### config.mk
export PLATFORM = sky130hd
export DESIGN_NAME = swscan_top
export DESIGN_NICKNAME = d
export VERILOG_FILES = /design/src/rtl/swscan_pkg.sv /design/src/rtl/swscan_phase_timer.sv /design/src/rtl/swscan_seq.sv /design/src/rtl/swscan_collect.sv /design/src/rtl/swscan_top.sv
export SDC_FILE = /design/constraint.sdc
export NUM_CORES = 1
export LEC_CHECK = 0
export BUFFER_PORTS_ARGS = -buffer_cell sky130_fd_sc_hd__buf_2
export CAP_MARGIN = 20
export CORE_MARGIN = 4
export CORE_UTILIZATION = 45
export DETAILED_ROUTE_END_ITERATION = 16
export GPL_TIMING_DRIVEN = 0
export PLACE_DENSITY = 0.69
export SKIP_LAST_GASP = 1
export SLEW_MARGIN = 20
export SYNTH_ARGS = -nofsm -noshare
export SYNTH_HDL_FRONTEND = slang
export SYNTH_HIERARCHICAL = 1
export SYNTH_SLANG_ARGS = --single-unit
### constraint.sdc
create_clock -name clk -period 2.3 [get_ports clk]
set_input_delay 0.46 -clock clk [delete_from_list [all_inputs] [get_ports clk]]
set_output_delay 0.46 -clock clk [all_outputs]
set_load 0.01 [all_outputs]
### src/rtl/swscan_pkg.sv
package swscan_pkg;

  typedef enum logic [1:0] {
    ST_IDLE,
    ST_SETUP,
    ST_HIGH,
    ST_LOW
  } scan_state_e;

  // Index of the lowest set bit of v among the first n bits; n-1 when none is set.
  function automatic int unsigned lowest_set(input logic [31:0] v, input int unsigned n);
    int unsigned r;
    r = n - 1;
    for (int i = 31; i >= 0; i--) begin
      if ((i < int'(n)) && v[i]) r = unsigned'(i);
    end
    return r;
  endfunction

endpackage

### src/rtl/swscan_phase_timer.sv
module swscan_phase_timer #(
  parameter int CW = 4
) (
  input  logic          clk,
  input  logic          rst,
  input  logic          restart,
  input  logic [CW-1:0] len,
  output logic          expire
);

  logic [CW-1:0] cnt;

  always_ff @(posedge clk) begin
    if (rst) begin
      cnt <= '0;
    end else if (restart) begin
      cnt <= len - 1'b1;
    end else if (cnt != '0) begin
      cnt <= cnt - 1'b1;
    end
  end

  assign expire = (cnt == '0);

endmodule

### src/rtl/swscan_seq.sv
module swscan_seq
  import swscan_pkg::*;
#(
  parameter int NUM_POS = 8,
  parameter int CLK_HI  = 2,
  parameter int LOW_CYC = 2,
  localparam int SW     = $clog2(NUM_POS),
  localparam int PH_MAX = (CLK_HI > LOW_CYC) ? CLK_HI : LOW_CYC,
  localparam int CW     = $clog2(PH_MAX + 1)
) (
  input  logic          clk,
  input  logic          rst,
  input  logic          start,
  input  logic          free_run,
  output logic          sr_clk,
  output logic          sr_data,
  output logic          sample_stb,
  output logic          pass_last,
  output logic          first_step,
  output logic [SW-1:0] step_idx
);

  scan_state_e   state, nxt;
  logic [SW-1:0] step, nxt_step;
  logic          restart, expire;
  logic [CW-1:0] rlen;

  swscan_phase_timer #(.CW(CW)) i_timer (
    .clk    (clk),
    .rst    (rst),
    .restart(restart),
    .len    (rlen),
    .expire (expire)
  );

  always_comb begin
    nxt      = state;
    nxt_step = step;
    restart  = 1'b0;
    rlen     = CW'(CLK_HI);
    case (state)
      ST_IDLE: begin
        if (start || free_run) begin
          nxt      = ST_SETUP;
          nxt_step = '0;
        end
      end
      ST_SETUP: begin
        nxt     = ST_HIGH;
        restart = 1'b1;
        rlen    = CW'(CLK_HI);
      end
      ST_HIGH: begin
        if (expire) begin
          nxt     = ST_LOW;
          restart = 1'b1;
          rlen    = CW'(LOW_CYC);
        end
      end
      ST_LOW: begin
        if (expire) begin
          if (step == SW'(NUM_POS - 1)) begin
            nxt      = ST_IDLE;
            nxt_step = '0;
          end else begin
            nxt      = ST_SETUP;
            nxt_step = step + 1'b1;
          end
        end
      end
      default: nxt = ST_IDLE;
    endcase
  end

  always_ff @(posedge clk) begin
    if (rst) begin
      state   <= ST_IDLE;
      step    <= '0;
      sr_clk  <= 1'b0;
      sr_data <= 1'b0;
    end else begin
      state   <= nxt;
      step    <= nxt_step;
      sr_clk  <= (nxt == ST_HIGH);
      sr_data <= ((nxt == ST_SETUP) || (nxt == ST_HIGH)) && (nxt_step == '0);
    end
  end

  assign sample_stb = (state == ST_LOW) && expire;
  assign pass_last  = sample_stb && (step == SW'(NUM_POS - 1));
  assign first_step = (step == '0);
  assign step_idx   = step;

endmodule

### src/rtl/swscan_collect.sv
module swscan_collect #(
  parameter int NUM_POS = 8,
  localparam int SW     = $clog2(NUM_POS)
) (
  input  logic               clk,
  input  logic               rst,
  input  logic               sample_stb,
  input  logic               pass_last,
  input  logic [SW-1:0]      step_idx,
  input  logic               pole_n,
  input  logic [NUM_POS-1:0] rot_mask,
  output logic [NUM_POS-1:0] sw_map,
  output logic [SW-1:0]      rot_idx,
  output logic               scan_valid
);

  logic [NUM_POS-1:0] accum, accum_nxt;

  // Each bit takes the sample on its own step and is cleared on step 0.
  for (genvar k = 0; k < NUM_POS; k++) begin : g_bit
    assign accum_nxt[k] = (sample_stb && (step_idx == SW'(k))) ? ~pole_n :
                          (sample_stb && (step_idx == '0))     ? 1'b0    :
                                                                 accum[k];
  end

  always_ff @(posedge clk) begin
    if (rst) begin
      accum      <= '0;
      sw_map     <= '0;
      rot_idx    <= '0;
      scan_valid <= 1'b0;
    end else begin
      accum      <= accum_nxt;
      scan_valid <= pass_last;
      if (pass_last) begin
        sw_map  <= accum_nxt;
        rot_idx <= SW'(swscan_pkg::lowest_set(32'(accum_nxt & rot_mask), NUM_POS));
      end
    end
  end

endmodule

### src/rtl/swscan_top.sv
module swscan_top #(
  parameter int NUM_POS    = 8,
  parameter int CLK_HI     = 2,
  parameter int CLK_LO     = 2,
  parameter int SETTLE_CYC = 0,
  localparam int SW        = $clog2(NUM_POS),
  localparam int LOW_CYC   = CLK_LO + SETTLE_CYC
) (
  input  logic               clk,
  input  logic               rst,
  input  logic               start,
  input  logic               free_run,
  input  logic [NUM_POS-1:0] rot_mask,
  input  logic               pole_n,
  output logic               sr_clk,
  output logic               sr_data,
  output logic [NUM_POS-1:0] sw_map,
  output logic [SW-1:0]      rot_idx,
  output logic               scan_valid
);

  // Named internal events, visible to the bound checker.
  logic          sample_stb;
  logic          pass_last;
  logic          first_step;
  logic [SW-1:0] step_idx;

  swscan_seq #(
    .NUM_POS(NUM_POS),
    .CLK_HI (CLK_HI),
    .LOW_CYC(LOW_CYC)
  ) i_seq (
    .clk       (clk),
    .rst       (rst),
    .start     (start),
    .free_run  (free_run),
    .sr_clk    (sr_clk),
    .sr_data   (sr_data),
    .sample_stb(sample_stb),
    .pass_last (pass_last),
    .first_step(first_step),
    .step_idx  (step_idx)
  );

  swscan_collect #(.NUM_POS(NUM_POS)) i_collect (
    .clk       (clk),
    .rst       (rst),
    .sample_stb(sample_stb),
    .pass_last (pass_last),
    .step_idx  (step_idx),
    .pole_n    (pole_n),
    .rot_mask  (rot_mask),
    .sw_map    (sw_map),
    .rot_idx   (rot_idx),
    .scan_valid(scan_valid)
  );

endmodule

# == After elaboration in Yosys (flattened, before gate mapping) ==
# Index checks and enable logic that the tools add are counted.
# word_totals
n_memories,0
ff_bits,29
out_inout_bits,14
input_bits,13
wordCells,80
ram_bits,0
latchBits,0
rom_bits,0
# classes
magnitude_cmp,0
n_shift,0
reduce_logical,19
n_mul,0
div_mod_pow,0
n_eq_ne,12
addsub,2
bitwise_logic,2
n_mux,35
# ops
operator,n
3-bit 2-to-1 mux,7
1-bit 2-to-1 mux,20
3-bit == test (second input constant),4
1-bit logical AND,10
2-bit 2-to-1 mux,5
2-bit case mux with 4 select lines,1
7-bit bitwise AND,1
2-bit == test (second input constant),3
3-bit by 2-bit == test with 1-bit output (second input constant),2
3-bit logical NOT,2
3-bit case mux with 2 select lines,1
2-bit by 1-bit == test with 1-bit output (second input constant),2
2-bit logical NOT,2
2-bit nonzero test,2
3-bit by 1-bit adder with 3-bit output (second input constant),1
3-bit by 1-bit == test with 1-bit output (second input constant),1
1-bit logical OR,2
1-bit case mux with 2 select lines,1
2-bit OR reduction,1
2-bit by 1-bit subtractor with 2-bit output (second input constant),1
1-bit inverter,1

# == Logic depth before layout (Yosys ltp) ==
# Gate-level depths: netlist of the first run.
# logic_depth
depth_word,13
depth_mapped,9
ltp_nobuf,8

# == Cells and area by module ==
# The synthesis of the first run kept the hierarchy.
# modules_own_cells
module,cells_each,area_each_um2,instances,seq_area_each_um2
swscan_collect,113,997.2,1,400.4
swscan_seq,56,483.0,1,140.1
swscan_phase_timer,10,92.6,1,40.0

# == Worst setup path before layout of the first run ==
# Ideal clock, no wire load.
# synth_path
kind,register to register
startpoint,register i_seq.state[1]
endpoint,register i_collect.rot_idx[0]
setup_ns,0.103
synth_period_minus_slack_ns,2.334
path_stages_with_launch,9
required_time_ns,2.197
n_path_buf,0
arrival_ns,2.231
path_slack_ns,-0.034
cell_sequence,dfxtp_1 -> ha_1 -> nand2_1 -> inv_1 -> nor3b_1 -> mux2_2 -> a21o_1 -> a31o_1 -> a2111oi_2
# synth_between
elab_chain_len,13
word_cells_on_any_way,31
classes_between,1 x eq/ne; 20 x mux; 1 x bitwise; 9 x reduce/logical
# synth_rtl
item,line,text
from (decl),swscan_seq.sv:23,"scan_state_e state, nxt;"
from (signal assigned),swscan_seq.sv:82,state <= nxt;
2-bit == test (*),swscan_seq.sv:89,assign sample_stb = (state == ST_LOW) && expire;
1-bit logical AND (*),swscan_seq.sv:89,
via sample_stb,swscan_top.sv:23,logic sample_stb;
1-bit logical AND,"swscan_collect.sv:21, swscan_collect.sv:22",
1-bit 2-to-1 mux,swscan_collect.sv:22,(sample_stb && (step_idx == '0)) ? 1'b0 :
1-bit 2-to-1 mux,swscan_collect.sv:21,assign accum_nxt[k] = (sample_stb && (step_idx == SW'(k))) ? ~pole_n :
7-bit bitwise AND,swscan_collect.sv:37,"rot_idx <= SW'(swscan_pkg::lowest_set(32'(accum_nxt & rot_mask), NUM_POS));"
1-bit 2-to-1 mux,swscan_pkg.sv:15,if ((i < int'(n)) && v[i]) r = unsigned'(i);
2-bit 2-to-1 mux (2 in series),swscan_pkg.sv:15,
3-bit 2-to-1 mux (4 in series),swscan_pkg.sv:15,
to (signal assigned),swscan_collect.sv:37,
to (decl),swscan_collect.sv:13,"output logic [SW-1:0] rot_idx,"
# Mark *: on every way through the listed nets, which the timed path passes. The rest lies on a longest branch.
# A chain may end at the register's enable or synchronous reset.

# == Worst setup path in the final report of the first run ==
# layout_path
startpoint,register i_seq.i_timer.cnt[1]
endpoint,register i_collect.rot_idx[0]
# layout_between
elab_chain_len,13
word_cells_on_any_way,31
classes_between,20 x mux; 1 x bitwise; 10 x reduce/logical
# layout_rtl
item,line,text
from (decl),swscan_phase_timer.sv:11,logic [CW-1:0] cnt;
from (signal assigned),swscan_phase_timer.sv:17,cnt <= len - 1'b1;
from (signal assigned),swscan_phase_timer.sv:19,cnt <= cnt - 1'b1;
2-bit logical NOT (*),swscan_phase_timer.sv:23,assign expire = (cnt == '0);
via i_seq.expire,swscan_seq.sv:25,"logic restart, expire;"
1-bit logical AND (*),swscan_seq.sv:89,
via sample_stb,swscan_top.sv:23,
1-bit logical AND,"swscan_collect.sv:21, swscan_collect.sv:22",
1-bit 2-to-1 mux,swscan_collect.sv:22,
1-bit 2-to-1 mux,swscan_collect.sv:21,
7-bit bitwise AND,swscan_collect.sv:37,
1-bit 2-to-1 mux,swscan_pkg.sv:15,
2-bit 2-to-1 mux (2 in series),swscan_pkg.sv:15,
3-bit 2-to-1 mux (4 in series),swscan_pkg.sv:15,
# Marked as above.

==> impl_metrics.py, run 1 <==
metrics = {
    "clock_tree": {
        "postCtsHoldBufs": 0,
        "cts_tree": "yes",
        "clock-sinks": 29,
        "numCtsBuffers": 5,
        "cts_max_level": 2,
        "worstSkewPairLatency_ns": 0.32,
        "cts_root_buf": "clkbuf_4",
        "cts.clk_slew.worst_paths_ns": 0.09,
        "clockBufferDepth": 2,
    },
    "detailed_routing": {
        "routed_via_density": 5.287,
        "drc": 0,
        "vias": 1380,
        "drt_iter0_markers": 121,
        "first_pass_iters": 4,
        "wl_per_cell_um": 13.26,
        "wl_mm": 3.461,
        "drtAntennaViolNets": 0,
    },
    "floorplan": {
        "core_area_um2": 3337,
        "boundaryPins": 27,
        "chipHeight_um": 67,
        "rows": 21,
        "start_util_pct": 46.94,
        "die_area_um2": 4489,
        "die_x_um": 67,
    },
    "timing": {
        "drv_slew": 0,
        "finalSetupTns_ns": 0,
        "fmax_mhz": 442.3,
        "hold_viol": 0,
        "min_period_ns": 2.261,
        "setup_viol": 0,
        "fin_skew_ns": 0.003678,
        "fin_ws_ns": 0.03898,
        "period_share_pct": 98.31,
        "slew_headroom_pct": 64.33,
        "worst_pin_slew_ns": 0.5350,
        "rsz0062_at_grt": "true",
    },
    "worst_hold_path": {
        "hold_class": "input pin to register",
        "hold_start": "rst",
        "hold_path_end": "i_seq/state[1]",
        "hold_depth": 2,
    },
    "finish": {
        "fin_util_pct": 57.14,
        "layout-area-overhead-vs-synth_pct": 21.73,
        "diodes": 0,
        "fin_area_um2": 1907,
        "drive_gt1_share_pct": 25.58,
        "nets": 236,
    },
    "pwr": {
        "power_mw": 1.139,
        "power.density_nw_per_um2": 597.3,
        "ir_drop_v": 0.0003278,
        "leakagePower_nw": 0.7927,
    },
    "yosys": {
        "postSynthAreaPerCell_um2": 8.801,
        "syn_area_um2": 1567,
        "syn_inst": 178,
        "yosysWarnings": 6,
    },
    "global_routing": {
        "antenna_found_initial": 0,
        "use_met2_pct": 27.73,
        "grt_pass1_vias": 1339,
        "grt_max_degree": 14,
        "grt.busiest_layer": "met2",
        "grtUsageMet3_pct": 3.879,
        "grt_util_met1_pct": 20.78,
        "grt_overflow": 0,
        "track_usage_pct": 17.29,
        "grt_first_pass_wirelength_mm": 5.830,
    },
    "placed_design": {
        "dp_slack_ns": -0.2835,
        "placed_cell_area_um2": 1758,
        "port_buffers": 25,
        "hpwl_mm": 2.628,
        "finalWeightedCongestion": 0.8497,
    },
    "critical_path": {
        "crit_type": "register to register",
        "end_kind": "register",
        "rrSetupSlack_ns": 0.04,
        "crit_fanout": 10,
        "timing.rr.end": "i_collect/rot_idx[0]",
        "r2r_cells": 9,
        "start_kind": "register",
        "cp.arrival_ns": 2.47,
        "worst_r2r_startpoint": "i_seq/i_timer/cnt[1]",
        "required_ns": 2.51,
    },
    "run": {
        "cap_violations": 0,
    },
    "status": {
        "outcome": "finished clean",
    },
}
[worst max-delay path by stage]
stage	startpoint	end	slack (ns)	cells past startpoint
final	i_seq/i_timer/cnt[1]	i_collect/rot_idx[0]	0.04	9
after global routing	i_seq/i_timer/cnt[1]	i_collect/rot_idx[0]	-0.08	9
after CTS	i_seq/i_timer/cnt[0]	i_collect/rot_idx[0]	-0.02	9
after detailed placement	i_seq/state[1]	i_collect/rot_idx[0]	-0.28	8
after global placement	i_seq/state[1]	i_collect/rot_idx[0]	-0.18	8
after floorplan	i_seq/state[1]	i_collect/rot_idx[0]	0.06	8
[routing by layer]
metal	wire, um	vias to the layer above
li1	-	695
met4	98	0
met3	156	11
met2	1641	42
met5	0	-
met1	1565	632
[critical path, stage by stage (launching register included)]
cell	delay, ns
dfxtp_1	0.34
nor2_2	0.15
buf_6	0.15
nand2_1	0.08
inv_2	0.11
nor3b_4	0.20
mux2_2	0.36
a21o_1	0.18
a31o_1	0.19
a2111oi_2	0.40
[state kept, by name, summed over array words and instances, names as in the netlist]
name / cells
i_collect/rot_idx: 3
i_seq/step_idx: 3
i_seq/state: 2
i_collect/accum: 8
i_collect/sw_map: 8
i_seq/i_timer/cnt: 2
i_seq/sr_data: 1
i_collect/scan_valid: 1
i_seq/sr_clk: 1
[cell usage in the layout, fill, tap and decap left out, types with 2 or more instances in the layout]
cell,count
nor2_1,27
dfxtp_1,27
buf_2,26
nor2b_1,11
inv_1,9
ha_1,8
a211oi_1,7
nand2_1,7
clkbuf_4,5
o21ai_0,5
mux2i_1,5
nand2b_1,5
a21oi_1,5
clkbuf_1,4
buf_4,4
a22oi_1,3
nor3b_1,3
a21boi_0,3
conb_1,3
buf_6,2
inv_2,2
a22o_1,2
nor3b_4,2
nand3b_1,2
a311oi_1,2
nand3_1,2
o31ai_1,2
a21o_1,2
or3b_1,2
dfxtp_2,2
[stage by stage]
step	hold slack (ns)	instances
floorplan	0.4685	179
global placement	0.4487	250
detailed placement	0.4529	250
CTS	0.4425	258
global route	0.4664	261
finish	0.4561	261
[report_power, final]
group          switching [mW]  internal, mW  leakage, nW  total [mW]
Clock                   0.179         0.260       0.0455       0.439
Combinational          0.0896        0.0805        0.512       0.170
Sequential             0.0127         0.518        0.235       0.530
Total                   0.281         0.858        0.793        1.14
[final cells by class]
cell class	count	area [um2]
Tap cell	46	57.56
Sequential cell	29	583.1
Clock buffer	7	55.05
Clock inverter	1	30.03
Buffer	6	38.79
Multi-Input combinational cell	132	945.9
Fill cell	317	1430
Inverter	11	41.29
Timing Repair Buffer	29	155.1
[what timing repair did]
| action | 4_1_cts | 5_1_grt |
|---|---|---|
| resized for setup | 7 | 4 |
| setup buffers | 1 | 3 |
| pin swaps | 0 | 1 |
| setup endpoints to repair | 2 | 4 |
Power figures use the tool's default switching activity.
==> run 2, diff against run 1 <==
--- a/config.mk
+++ b/config.mk
@@ -11,7 +11,7 @@
 export CORE_UTILIZATION = 45
 export DETAILED_ROUTE_END_ITERATION = 16
 export GPL_TIMING_DRIVEN = 0
-export PLACE_DENSITY = 0.69
+export PLACE_DENSITY = 0.66
 export SKIP_LAST_GASP = 1
 export SLEW_MARGIN = 20
 export SYNTH_ARGS = -nofsm -noshare
==> constraint.sdc (replaced) <==
create_clock -name clk -period 2.4 [get_ports clk]
set_input_delay 0.48 -clock clk [delete_from_list [all_inputs] [get_ports clk]]
set_output_delay 0.48 -clock clk [all_outputs]
set_load 0.1 [all_outputs]
==> run 2 against run 1 <==
Non-clock buffer count shrank 2. Critical endpoint unchanged. Utilization shrank 0.94 points. Sequential share of layout area grew 0.44 points. Power shrank 1.9%. Largest cell class unchanged. Final area shrank 1.6%. Sequential cell count is the same.
==> impl_metrics.py, run 2 (synthesized netlist as in run 1, its figures left out) <==
metrics = {
    "status": {
        "outcome": "finished clean",
    },
    "critical_path": {
        "end_kind": "register",
        "cp.arrival_ns": 2.50,
        "timing.rr.end": "i_collect/rot_idx[0]",
        "r2r_cells": 9,
        "start_kind": "register",
        "crit_fanout": 10,
        "required_ns": 2.63,
        "crit_type": "register to register",
        "rrSetupSlack_ns": 0.13,
        "worst_r2r_startpoint": "i_seq/i_timer/cnt[0]",
    },
    "timing": {
        "finalSetupTns_ns": 0,
        "min_period_ns": 2.268,
        "fin_skew_ns": 0.01010,
        "drv_slew": 0,
        "slew_headroom_pct": 65.20,
        "period_share_pct": 94.50,
        "fmax_mhz": 440.9,
        "hold_viol": 0,
        "worst_pin_slew_ns": 0.5220,
        "rsz0062_at_grt": "false",
        "setup_viol": 0,
    },
    "global_routing": {
        "grt_overflow": 0,
        "grt_first_pass_wirelength_mm": 6.258,
        "track_usage_pct": 18.67,
        "grt_pass1_vias": 1374,
        "antenna_found_initial": 0,
        "grt_max_degree": 14,
    },
    "pwr": {
        "ir_drop_v": 0.0003506,
        "power.density_nw_per_um2": 595.5,
        "power_mw": 1.117,
        "leakagePower_nw": 0.7810,
    },
    "clock_tree": {
        "cts_root_buf": "clkbuf_4",
        "clockBufferDepth": 2,
        "numCtsBuffers": 5,
        "clock-sinks": 29,
        "postCtsHoldBufs": 0,
        "cts_tree": "yes",
        "cts.clk_slew.worst_paths_ns": 0.09,
        "worstSkewPairLatency_ns": 0.32,
        "cts_max_level": 2,
    },
    "placed_design": {
        "finalWeightedCongestion": 0.8688,
        "hpwl_mm": 2.635,
        "dp.cells": 250,
        "port_buffers": 25,
    },
    "floorplan": {
        "die_x_um": 67,
        "chipHeight_um": 67,
        "start_util_pct": 46.94,
        "boundaryPins": 27,
        "die_area_um2": 4489,
        "core_area_um2": 3337,
        "rows": 21,
    },
    "finish": {
        "fin_util_pct": 56.21,
        "final_cell_mix": "nor2_1, dfxtp_1, buf_2",
        "layout-area-overhead-vs-synth_pct": 19.73,
        "drive_gt1_share_pct": 23.47,
        "stdcell_count": 259,
        "nets": 234,
        "largestRegisters": "i_collect/accum (8), i_collect/sw_map (8)",
        "diodes": 0,
    },
    "detailed_routing": {
        "drc": 0,
        "routed_via_density": 5.293,
        "drt_iter0_markers": 87,
        "wl_per_cell_um": 13.62,
        "wl_mm": 3.527,
        "vias": 1371,
        "first_pass_iters": 4,
        "drtAntennaViolNets": 0,
    },
    "worst_hold_path": {
        "hold_class": "register to register",
        "hold_depth": 2,
        "hold_start": "i_collect/rot_idx[1]",
        "hold_path_end": "i_collect/rot_idx[1]",
    },
    "run": {
        "cap_violations": 0,
    },
}
run 2: final cells by class:
| cell class | instances | area, um2 |
|---|---|---|
| Fill cell | 323 | 1461 |
| Multi-Input combinational cell | 132 | 935.9 |
| Sequential cell | 29 | 581.8 |
| Timing Repair Buffer | 26 | 132.6 |
| Tap cell | 46 | 57.56 |
| Clock buffer | 7 | 55.05 |
| Buffer | 7 | 41.29 |
| Inverter | 11 | 41.29 |
| Clock inverter | 1 | 30.03 |
run 2: layer usage:
metal | vias up | routed length, um | GRT usage [%]
met4 | 0 | 55 | 7.595
li1 | 693 | - | -
met2 | 22 | 1689 | 30.06
met5 | - | 0 | 0
met3 | 5 | 126 | 5.396
met1 | 651 | 1655 | 23.08
run 2: repair_timing:
| action | CTS | global route |
|---|---|---|
| endpoints found under the hold margin | 0 | 0 |
| gates resized for setup | 5 | 7 |
| setup endpoints to repair | 2 | 4 |
| buffers inserted | 0 | 1 |
| pin swaps | 0 | 0 |
run 2: per-stage QoR:
| step | setup WS, ns | cell area, um2 | hold slack [ns] |
|---|---|---|---|
| finish | 0.1319 | 1876 | 0.4740 |
| global route | 0.02513 | 1876 | 0.4794 |
| CTS | 0.007606 | 1863 | 0.4620 |
| detailed placement | -0.2615 | 1753 | 0.4528 |
| global placement | -0.1786 | 1753 | 0.4484 |
| floorplan | 0.06608 | 1570 | 0.4685 |
run 2: power breakdown:
part / switching [mW] / leakage (nW) / total [mW] / internal, mW
Sequential: 0.0120 / 0.235 / 0.507 / 0.495
Clock: 0.164 / 0.0455 / 0.413 / 0.249
Combinational: 0.126 / 0.501 / 0.196 / 0.0708
Total: 0.302 / 0.781 / 1.12 / 0.815
run 2: worst max path at each step:
stage	from	to	slack [ns]	cells after the start
finish	i_seq/i_timer/cnt[0]	i_collect/rot_idx[0]	0.13	9
global route	i_seq/i_timer/cnt[0]	i_collect/rot_idx[0]	0.03	9
CTS	i_seq/i_timer/cnt[0]	i_collect/rot_idx[0]	0.008	9
detailed placement	i_seq/state[1]	i_collect/rot_idx[0]	-0.26	8
global placement	i_seq/state[1]	i_collect/rot_idx[0]	-0.18	8
floorplan	i_seq/state[1]	i_collect/rot_idx[0]	0.07	8
run 2: critical path: stages, from the launching register on:
cell,delay [ns]
dfxtp_1,0.33
nor2_1,0.14
buf_4,0.17
nand2_1,0.08
inv_2,0.13
nor3b_4,0.25
mux2_2,0.37
a21o_1,0.17
a31o_1,0.20
a2111oi_2,0.34
